===== config.mk =====
export PLATFORM = sky130hd
export DESIGN_NAME = defr_router
export DESIGN_NICKNAME = d
export VERILOG_FILES = /design/src/rtl/defr_pkg.sv /design/src/rtl/defr_rst_sync.sv /design/src/rtl/defr_prod_dir.sv /design/src/rtl/defr_rank.sv /design/src/rtl/defr_alloc.sv /design/src/rtl/defr_router.sv
export SDC_FILE = /design/constraint.sdc
export NUM_CORES = 1
export LEC_CHECK = 0
export BUFFER_PORTS_ARGS = -buffer_cell sky130_fd_sc_hd__buf_4
export CAP_MARGIN = 10
export CELL_PAD_IN_SITES_DETAIL_PLACEMENT = 0
export CELL_PAD_IN_SITES_GLOBAL_PLACEMENT = 2
export CORE_MARGIN = 4
export CORE_UTILIZATION = 39
export DETAILED_ROUTE_END_ITERATION = 8
export PLACE_DENSITY = 0.95
export RECOVER_POWER = 50
export SKIP_LAST_GASP = 1
export SLEW_MARGIN = 20
export SYNTH_ARGS = -nofsm -noshare
export SYNTH_HDL_FRONTEND = slang
export SYNTH_SLANG_ARGS = --single-unit

===== constraint.sdc =====
create_clock -name clk -period 26.9 [get_ports clk]
set_input_delay 1.345 -clock clk [delete_from_list [all_inputs] [get_ports clk]]
set_output_delay 1.345 -clock clk [all_outputs]
set_load 0.1 [all_outputs]

===== src/rtl/defr_pkg.sv =====
package defr_pkg;
  localparam int COORD_W = 3;
  localparam int AGE_W   = 4;
  localparam int PAY_W   = 8;
  localparam int NET_P   = 4;
  localparam int FLIT_W  = AGE_W + 2 * COORD_W + PAY_W;
  localparam int RANK_W  = $clog2(NET_P);
  localparam int SRC_W   = $clog2(NET_P + 1);

  localparam int P_N = 0;
  localparam int P_S = 1;
  localparam int P_E = 2;
  localparam int P_W = 3;

  typedef struct packed {
    logic [AGE_W-1:0]   age;
    logic [COORD_W-1:0] dy;
    logic [COORD_W-1:0] dx;
    logic [PAY_W-1:0]   pay;
  } flit_t;

  function automatic logic [AGE_W-1:0] age_bump(input logic [AGE_W-1:0] a);
    return (a == '1) ? a : a + 1'b1;
  endfunction
endpackage


===== src/rtl/defr_rst_sync.sv =====
module defr_rst_sync (
  input  logic clk,
  input  logic rst_n,
  output logic rst_n_sync
);
  logic stage_q;

  always_ff @(posedge clk or negedge rst_n) begin
    if (!rst_n) begin
      stage_q    <= 1'b0;
      rst_n_sync <= 1'b0;
    end else begin
      stage_q    <= 1'b1;
      rst_n_sync <= stage_q;
    end
  end
endmodule


===== src/rtl/defr_prod_dir.sv =====
module defr_prod_dir
  import defr_pkg::*;
(
  input  logic [COORD_W-1:0] my_x,
  input  logic [COORD_W-1:0] my_y,
  input  logic [COORD_W-1:0] dx,
  input  logic [COORD_W-1:0] dy,
  output logic [NET_P-1:0]   x_pref,
  output logic [NET_P-1:0]   y_pref,
  output logic               home
);
  always_comb begin
    x_pref = '0;
    y_pref = '0;
    if (dx > my_x)      x_pref[P_E] = 1'b1;
    else if (dx < my_x) x_pref[P_W] = 1'b1;
    if (dy > my_y)      y_pref[P_N] = 1'b1;
    else if (dy < my_y) y_pref[P_S] = 1'b1;
    home = (dx == my_x) && (dy == my_y);
  end
endmodule


===== src/rtl/defr_rank.sv =====
module defr_rank
  import defr_pkg::*;
(
  input  logic [NET_P-1:0]            vld,
  input  logic [NET_P-1:0][AGE_W-1:0] age,
  output logic [NET_P-1:0][RANK_W-1:0] rank
);
  always_comb begin
    rank = '0;
    for (int i = 0; i < NET_P; i++) begin
      for (int j = 0; j < NET_P; j++) begin
        if (j != i && vld[j] &&
            ((age[j] > age[i]) || ((age[j] == age[i]) && (j < i)))) begin
          rank[i] = rank[i] + 1'b1;
        end
      end
    end
  end
endmodule


===== src/rtl/defr_alloc.sv =====
module defr_alloc
  import defr_pkg::*;
(
  input  logic [NET_P-1:0]             vld,
  input  logic [NET_P-1:0][RANK_W-1:0] rank,
  input  logic [NET_P-1:0][NET_P-1:0]  x_pref,
  input  logic [NET_P-1:0][NET_P-1:0]  y_pref,
  input  logic [NET_P-1:0]             home,
  input  logic                         inj_vld,
  input  logic [NET_P-1:0]             inj_x_pref,
  input  logic [NET_P-1:0]             inj_y_pref,
  output logic [NET_P-1:0]             out_take,
  output logic [NET_P-1:0][SRC_W-1:0]  out_sel,
  output logic                         ej_take,
  output logic [RANK_W-1:0]            ej_sel,
  output logic                         inj_ready
);
  logic [NET_P-1:0] free;
  logic [NET_P-1:0] want;
  logic [NET_P-1:0] pick;
  logic             ej_free;

  always_comb begin
    free     = '1;
    ej_free  = 1'b1;
    ej_take  = 1'b0;
    ej_sel   = '0;
    out_take = '0;
    out_sel  = '0;
    want     = '0;
    pick     = '0;
    for (int r = 0; r < NET_P; r++) begin
      for (int i = 0; i < NET_P; i++) begin
        if (vld[i] && (rank[i] == RANK_W'(r))) begin
          if (home[i] && ej_free) begin
            ej_free = 1'b0;
            ej_take = 1'b1;
            ej_sel  = RANK_W'(i);
          end else begin
            want = x_pref[i] & free;
            if (want == '0) want = y_pref[i] & free;
            if (want == '0) want = free;
            pick = want & (~want + 1'b1);
            free = free & ~pick;
            for (int o = 0; o < NET_P; o++) begin
              if (pick[o]) begin
                out_take[o] = 1'b1;
                out_sel[o]  = SRC_W'(i);
              end
            end
          end
        end
      end
    end
    inj_ready = |free;
    if (inj_vld && inj_ready) begin
      want = inj_x_pref & free;
      if (want == '0) want = inj_y_pref & free;
      if (want == '0) want = free;
      pick = want & (~want + 1'b1);
      for (int o = 0; o < NET_P; o++) begin
        if (pick[o]) begin
          out_take[o] = 1'b1;
          out_sel[o]  = SRC_W'(NET_P);
        end
      end
    end
  end
endmodule


===== src/rtl/defr_router.sv =====
module defr_router
  import defr_pkg::*;
(
  input  logic                      clk,
  input  logic                      rst_n,
  input  logic [COORD_W-1:0]        my_x,
  input  logic [COORD_W-1:0]        my_y,
  input  logic [NET_P-1:0]          in_vld,
  input  logic [NET_P*FLIT_W-1:0]   in_data,
  input  logic                      inj_vld,
  input  logic [FLIT_W-1:0]         inj_data,
  output logic                      inj_ready,
  output logic [NET_P-1:0]          out_vld,
  output logic [NET_P*FLIT_W-1:0]   out_data,
  output logic                      ej_vld,
  output logic [FLIT_W-1:0]         ej_data
);
  logic                         rst_n_s;
  flit_t [NET_P-1:0]            in_f;
  flit_t                        inj_f;
  logic [NET_P-1:0][AGE_W-1:0]  in_age;
  logic [NET_P-1:0][NET_P-1:0]  x_pref;
  logic [NET_P-1:0][NET_P-1:0]  y_pref;
  logic [NET_P-1:0]             home;
  logic [NET_P-1:0]             inj_x_pref;
  logic [NET_P-1:0]             inj_y_pref;
  logic                         inj_home;
  logic [NET_P-1:0][RANK_W-1:0] rank;
  logic [NET_P-1:0]             out_take;
  logic [NET_P-1:0][SRC_W-1:0]  out_sel;
  logic                         ej_take;
  logic [RANK_W-1:0]            ej_sel;
  flit_t [NET_P-1:0]            out_nxt;
  flit_t                        ej_nxt;
  flit_t [NET_P-1:0]            out_q;
  flit_t                        ej_q;
  logic [NET_P-1:0]             out_vld_q;
  logic                         ej_vld_q;

  defr_rst_sync rst_sync_i (
    .clk        (clk),
    .rst_n      (rst_n),
    .rst_n_sync (rst_n_s)
  );

  assign in_f  = in_data;
  assign inj_f = inj_data;

  for (genvar g = 0; g < NET_P; g++) begin : g_dir
    assign in_age[g] = in_f[g].age;
    defr_prod_dir dir_i (
      .my_x   (my_x),
      .my_y   (my_y),
      .dx     (in_f[g].dx),
      .dy     (in_f[g].dy),
      .x_pref (x_pref[g]),
      .y_pref (y_pref[g]),
      .home   (home[g])
    );
  end

  defr_prod_dir inj_dir_i (
    .my_x   (my_x),
    .my_y   (my_y),
    .dx     (inj_f.dx),
    .dy     (inj_f.dy),
    .x_pref (inj_x_pref),
    .y_pref (inj_y_pref),
    .home   (inj_home)
  );

  defr_rank rank_i (
    .vld  (in_vld),
    .age  (in_age),
    .rank (rank)
  );

  defr_alloc alloc_i (
    .vld        (in_vld),
    .rank       (rank),
    .x_pref     (x_pref),
    .y_pref     (y_pref),
    .home       (home),
    .inj_vld    (inj_vld),
    .inj_x_pref (inj_x_pref),
    .inj_y_pref (inj_y_pref),
    .out_take   (out_take),
    .out_sel    (out_sel),
    .ej_take    (ej_take),
    .ej_sel     (ej_sel),
    .inj_ready  (inj_ready)
  );

  // Next-state datapath: select source, refresh age
  always_comb begin
    for (int o = 0; o < NET_P; o++) begin
      if (out_sel[o] == SRC_W'(NET_P)) begin
        out_nxt[o]     = inj_f;
        out_nxt[o].age = AGE_W'(1);
      end else begin
        out_nxt[o]     = in_f[out_sel[o][RANK_W-1:0]];
        out_nxt[o].age = age_bump(in_f[out_sel[o][RANK_W-1:0]].age);
      end
    end
    ej_nxt = in_f[ej_sel];
  end

  // Valid registers with reset
  always_ff @(posedge clk or negedge rst_n_s) begin
    if (!rst_n_s) begin
      out_vld_q <= '0;
      ej_vld_q  <= 1'b0;
    end else begin
      out_vld_q <= out_take;
      ej_vld_q  <= ej_take;
    end
  end

  // Data registers, loaded only when a flit is placed
  always_ff @(posedge clk) begin
    for (int o = 0; o < NET_P; o++) begin
      if (out_take[o]) out_q[o] <= out_nxt[o];
    end
    if (ej_take) ej_q <= ej_nxt;
  end

  assign out_vld  = out_vld_q;
  assign out_data = out_q;
  assign ej_vld   = ej_vld_q;
  assign ej_data  = ej_q;

  logic unused_ok;
  assign unused_ok = inj_home ^ (^inj_f.age);
endmodule


Word level (Yosys, flattened, before mapping)

Index checks and enable logic that the tools add are counted.

Flip-flop bits (word level): 97
Bits in latches: 0
Memory bits (writable): 0
ROM bits: 0
Input bits: 103
Output and inout port bits: 96
Logic and storage cells: 794
Memories kept: 0

$add $sub $neg: 29
Multiply operators: 0
Divide/modulo/power cells: 0
$lt $le $gt $ge: 37
Eq/ne operators: 34
Shift-type cells: 0
Muxes and demuxes: 480
Bitwise gates (word level): 97
Reductions and logical operators: 93

Operators with widths:

| kind                                                        | number |
|---|---|
| two-way mux 4 bit                                           | 169 |
| two-way mux 12 bit                                          | 31 |
| bitwise AND 4 bit                                           | 48 |
| binary-select mux 18 bit (select 2 bit)                     | 5 |
| two-way mux 3 bit                                           | 60 |
| two-way mux 1 bit                                           | 169 |
| zero test 4 bit                                             | 34 |
| inverter 4 bit                                              | 33 |
| two-way mux 18 bit                                          | 5 |
| adder 4 x 1 -> 4 bit (second input constant)                | 21 |
| two-way mux 2 bit                                           | 37 |
| bitwise AND 2 x 4 -> 4 bit                                  | 16 |
| two-way mux 14 bit                                          | 4 |
| greater-than comparator 4 bit                               | 12 |
| logical AND 1 bit                                           | 48 |
| greater-than comparator 3 bit                               | 10 |
| less-than comparator 3 bit                                  | 10 |
| equality test 3 bit                                         | 8 |
| equality test 4 bit                                         | 6 |
| adder 2 x 1 -> 2 bit (second input constant)                | 8 |
| equality test 2 bit (second input constant)                 | 8 |
| equality test 4 bit (second input constant)                 | 4 |
| less-than comparator 2 x 3 -> 1 bit (second input constant) | 5 |
| equality test 3 bit (second input constant)                 | 4 |
| other kinds (4)                                             | 15 |

Longest topological paths before layout

Depth after elaboration: 276
Mapped depth: 50
Depth with buffers taken out: 45

Cells and area by module

Synthesis repeated with hierarchy kept, for this count alone.

Cells, all modules: 1731
Area, all modules: 14811.7 um^2

Modules (own cells, without submodules):

| module        | instances | cells each | area each (um^2) | sequential area each (um^2) |
|---|---|---|---|---|
| defr_router   | 1         | 552        | 6794.0           | 2827.7 |
| defr_alloc    | 1         | 921        | 6044.5           | 0.0 |
| defr_prod_dir | 5         | 28         | 197.7            | 0.0 |
| defr_rank     | 1         | 115        | 930.9            | 0.0 |
| defr_rst_sync | 1         | 3          | 53.8             | 50.0 |

Worst setup path after synthesis

No wires, ideal clock.

Path kind: input -> output
Start: input port in_data[15]
End: output port inj_ready
Arrival: 10702 ps
Required time: 25555 ps
Slack: 14853 ps
Cell stages on the path: 43
Path buffers: 3
Cell sequence: inv_1 ha_1 nor2b_1 o21ai_0 nand2b_1 a21oi_1 a41o_1 or2_2 ha_1 and3_1 nand3_1 nor2_1 o21ai_2 buf_4 o21ai_1 or4_1 nor4bb_1 or2_1 [... 7 more ...] and2_4 a21oi_4 o22ai_1 a211oi_2 or3_1 a31o_2 o21ai_0 o31a_2 nand3_4 a311oi_4 nand2_2 a22o_1 a2111o_1 a221oi_1 o21ai_1 and2_1 nor3_1 nand2_1

Word-level cells in the longest chain between the ends: 251
Elaborated cells between the ends (all ways): 371
Those cells by class: add/sub (23); order compare (6); eq/ne (15); mux (162); bitwise (90); reduce/logical (75)

Ends and longest elaborated chain:

| what                          | RTL line          | text |
|---|---|---|
| from (decl)                   | defr_router.sv:9  | `input logic [NET_P*FLIT_W-1:0] in_data,` |
| greater-than comparator 4 bit | defr_rank.sv:13   | `((age[j] > age[i]) \|\| ((age[j] == age[i]) && (j < i)))) begin` |
| logical AND 1 bit             | defr_rank.sv:12   | `if (j != i && vld[j] &&` |
| two-way mux 1 bit             | defr_rank.sv:12   |  |
| adder 2 x 1 -> 2 bit          | defr_rank.sv:14   | `rank[i] = rank[i] + 1'b1;` |
| two-way mux 2 bit             | defr_rank.sv:12   |  |
| adder 2 x 1 -> 2 bit          | defr_rank.sv:14   |  |
| two-way mux 2 bit             | defr_rank.sv:12   |  |
| zero test 2 bit               | defr_alloc.sv:34  | `if (vld[i] && (rank[i] == RANK_W'(r))) begin` |
| [... 235 more ...]            | -                 |  |
| inverter 4 bit                | defr_alloc.sv:43  | `pick = want & (~want + 1'b1);` |
| adder 4 x 1 -> 4 bit          | defr_alloc.sv:43  |  |
| bitwise AND 4 bit             | defr_alloc.sv:43  |  |
| inverter 4 bit                | defr_alloc.sv:44  | `free = free & ~pick;` |
| bitwise AND 4 bit             | defr_alloc.sv:44  |  |
| two-way mux 4 bit             | defr_alloc.sv:35  | `if (home[i] && ej_free) begin` |
| two-way mux 4 bit (*)         | defr_alloc.sv:34  |  |
| OR reduction 4 bit (*)        | defr_alloc.sv:55  | `inj_ready = \|free;` |
| to (decl)                     | defr_router.sv:12 | `output logic inj_ready,` |

Mark *: on every way between the ends. The rest lies on a longest branch, timed or not. The select of a mux whose other input is x is not followed.

Worst setup path in the final report

Ends and elaborated chain as after synthesis.

==> impl_metrics.toml <==
[outcome]
status = "complete, but fails checks"
violations = "capacitance limit, slew limit"

[synthesis]
synth_top_area_cell = "edfxtp_1"
ys_seq_area_share_pct = 23.3
yosys_warnings = 0
synth_mux_area_share_pct = 18.0
synth_fp_nets = 1544
synth_top_area_share_pct = 21.8
synth_edf_count = 90
synth_cells = 1376
synth_compound_area_share_pct = 28.1
synth-adder-area-share_pct = 6.57
synth-xor-area-share_pct = 0.354
syn_area_mm2 = 0.0124
yosys.cell_types.count = 126
ys_top_cells_by_area = "edfxtp_1 22%, mux4_2 8.9%, ha_1 6.6%, mux2_2 4.2%, nand2_1 4.1%"
ys.flop_type = "edfxtp_1"
synth_area_per_cell_um2 = 8.99
synthSimpleGateAreaFrac_pct = 19.5
synth_top_family_by_area = "compound AO/OA/AOI/OAI gates"
synth-async-reset-ratio_pct = 7.22
synth_seq_cells = 97

[route]
viasPerCell = 6.47
drtPass1Iterations = 7
wl_per_cell_um = 24.4
drc = 0
drtIter0Drc = 1341
ant_nets = 0
vias = 12527
wirelength_um = 47300

[place]
dp_hpwl_um = 36200
placed_cells = 1922
place_congestion = 0.958
port_buffers = 194

[clock_tree]
cts_root_buf = "clkbuf_16"
cts_tree = "yes"
clkSinkCount = 97
numCtsBuffers = 9
clock_latency_ns = 0.34
htreeDepth = 3
clk_pin_slew_ns = 0.06
cts-hold-fix-buffers = 0
cts.path.max_buffers = 2
cts_setup_buffers = 0
post_cts_resized = 0

[setup_path]
end_kind = "output port"
cp_top_family = "compound AO/OA/AOI/OAI gates"
path_buf_inv = 4
cp_data_required_time_ns = 25.55
path_common_cell = "o21ai_0"
cpPeakStageDelay_ns = 1.25
cp-start-kind = "input port"
arrival_ns = 14.57
critPathMaxFanout = 18
critPathKind = "in -> out"
critPathSlowestCell = "o32ai_1"

[pwr]
powerDensity_mw_per_mm2 = 108
p_seq_share_pct = 18.9
clkPwrFrac_pct = 7.6
power_mw = 1.52
switchingPower_mw = 0.939
switching_share_pct = 61.6
p_leak_nw = 5.45
combPwrFrac_pct = 73.5
ir_drop_v = 0.0000753
internal_power_mw = 0.585

[sta]
min_period_over_period_pct = 59.2
fmax_mhz = 62.8
finalSetupViolCount = 0
slew_viol_final = 67
relSlewSlack_pct = -101
finClkSkew_ns = 0.000819
hold_viol_final = 0
holdWs_ns = 0.0779
rsz0062_at_grt = "no"
period_needed_ns = 15.91
tightest_slew_ns = 3.02
fin_setup_tns_ns = 0

[floorplan]
core-area_mm2 = 0.0309
initial_core_util_pct = 40.0
die_width_um = 186
die_h_um = 186
die_area_mm2 = 0.0346
io_pins = 199
num_rows = 64

[global_routing]
grt_antenna_before_repair = 0
grt_first_pass_wirelength_um = 70500
grt_pass1_vias = 11765
track_usage_pct = 26.2
gr-total-overflow = 0
grt_max_degree = 55

[final_layout]
area_delta_synth_final_pct = 13.6
final_layout_size_suffix_gt1_share_pct = 20.2
fin_cells = 1937
nNetsFinal = 1705
diodes = 0
fill_cells = 3054
seq_area_mm2 = 0.00288
multi_input_area_mm2 = 0.00898

[min_path]
hp-class = "reg -> async"

[flow_run]
max_cap_viol_count = 2
## kinds of logic (layout without fill, tap and decap cells)
family,after synthesis,after routing
AO/OA/AOI/OAI,456,456
XOR/XNOR,5,5
adder cells (fa/ha/maj),65,65
buffers and inverters,120,285
flip-flops,97,97
multiplexers,153,153
other,1,1
AND/OR/NAND/NOR,479,479
## layer usage
| metal | global-route usage (%) | routed length (um) |
|---|---|---|
| met2 | 43.5 | 21800 |
| met1 | 35.0 | 20000 |
| met4 | 8.60 | 1440 |
| met5 | 0 | 0 |
| met3 | 4.08 | 4060 |
## Yosys cell counts (all sizes together) (22+ instances only)
library cell	n
nand2	136
nor2	118
o21ai	106
edfxtp	90
a21oi	85
ha	65
inv	56
mux2	54
mux4	50
mux2i	49
nand3	39
buf	36
a211oi	32
nor2b	32
nor3	31
clkbuf	27
nand2b	23
a31oi	22
o211ai	22
## layout make-up
cell class	instances	area share, %
clock buffer	10	1.63
sequential	97	20.5
clock inverter	5	0.240
inverter	57	1.52
multi-input combinational	1159	63.9
timing repair buffer	213	8.71
tap	396	3.53
## registers in the layout (all words and copies together), names as in the netlist
register	count
out_data	72
ej_data	18
out_vld	4
ej_vld	1
rst_sync_i.rst_n_sync	1
rst_sync_i.stage_q	1
## power groups by stage
stage                     Sequential (mW)  Combinational, mW  Clock (mW)
after floorplan                     0.741              0.448           0
after global placement              0.290               1.15           0
after detailed placement            0.292               1.16           0
after CTS                           0.289               1.17       0.117
after global routing                0.292               1.17       0.124
final                               0.287               1.12       0.116
## path summary, 6_finish.rpt
path	start	to	slack [ns]	cells after the start
worst max-delay path	in_data[15]	inj_ready	10.99	42
worst min-delay path	rst_sync_i.rst_n_sync	out_vld[3]	0.08	0
worst max register to register	rst_sync_i.stage_q	rst_sync_i.rst_n_sync	26.42	0
worst min register to register	rst_sync_i.rst_n_sync	out_vld[3]	0.08	0
max in group asynchronous	rst_n	rst_sync_i.rst_n_sync	25.99	1
min in group clk	rst_sync_i.stage_q	rst_sync_i.rst_n_sync	0.36	0
## placed cells by master, fill, tap and decap left out, types with 31 or more instances in the layout
master / n
nand3_1: 37
a21oi_1: 79
inv_1: 56
edfxtp_1: 90
o21ai_0: 76
nand2_1: 134
mux4_2: 49
buf_4: 113
ha_1: 65
nor2b_1: 31
mux2_2: 46
clkbuf_1: 101
nor2_1: 115
mux2i_1: 49
## per-stage QoR
step | util, % | worst slack, ns | area, um2
2_1_floorplan | - | 14.85 | 12400
6_report | 45.5 | 10.99 | 14100
5_1_grt | 45.5 | 9.96 | 14100
4_1_cts | 46.8 | 12.83 | 14500
3_3_place_gp | 45.9 | 12.64 | 14200
3_5_place_dp | 45.9 | 12.55 | 14200
Power figures use the tool's default switching activity.
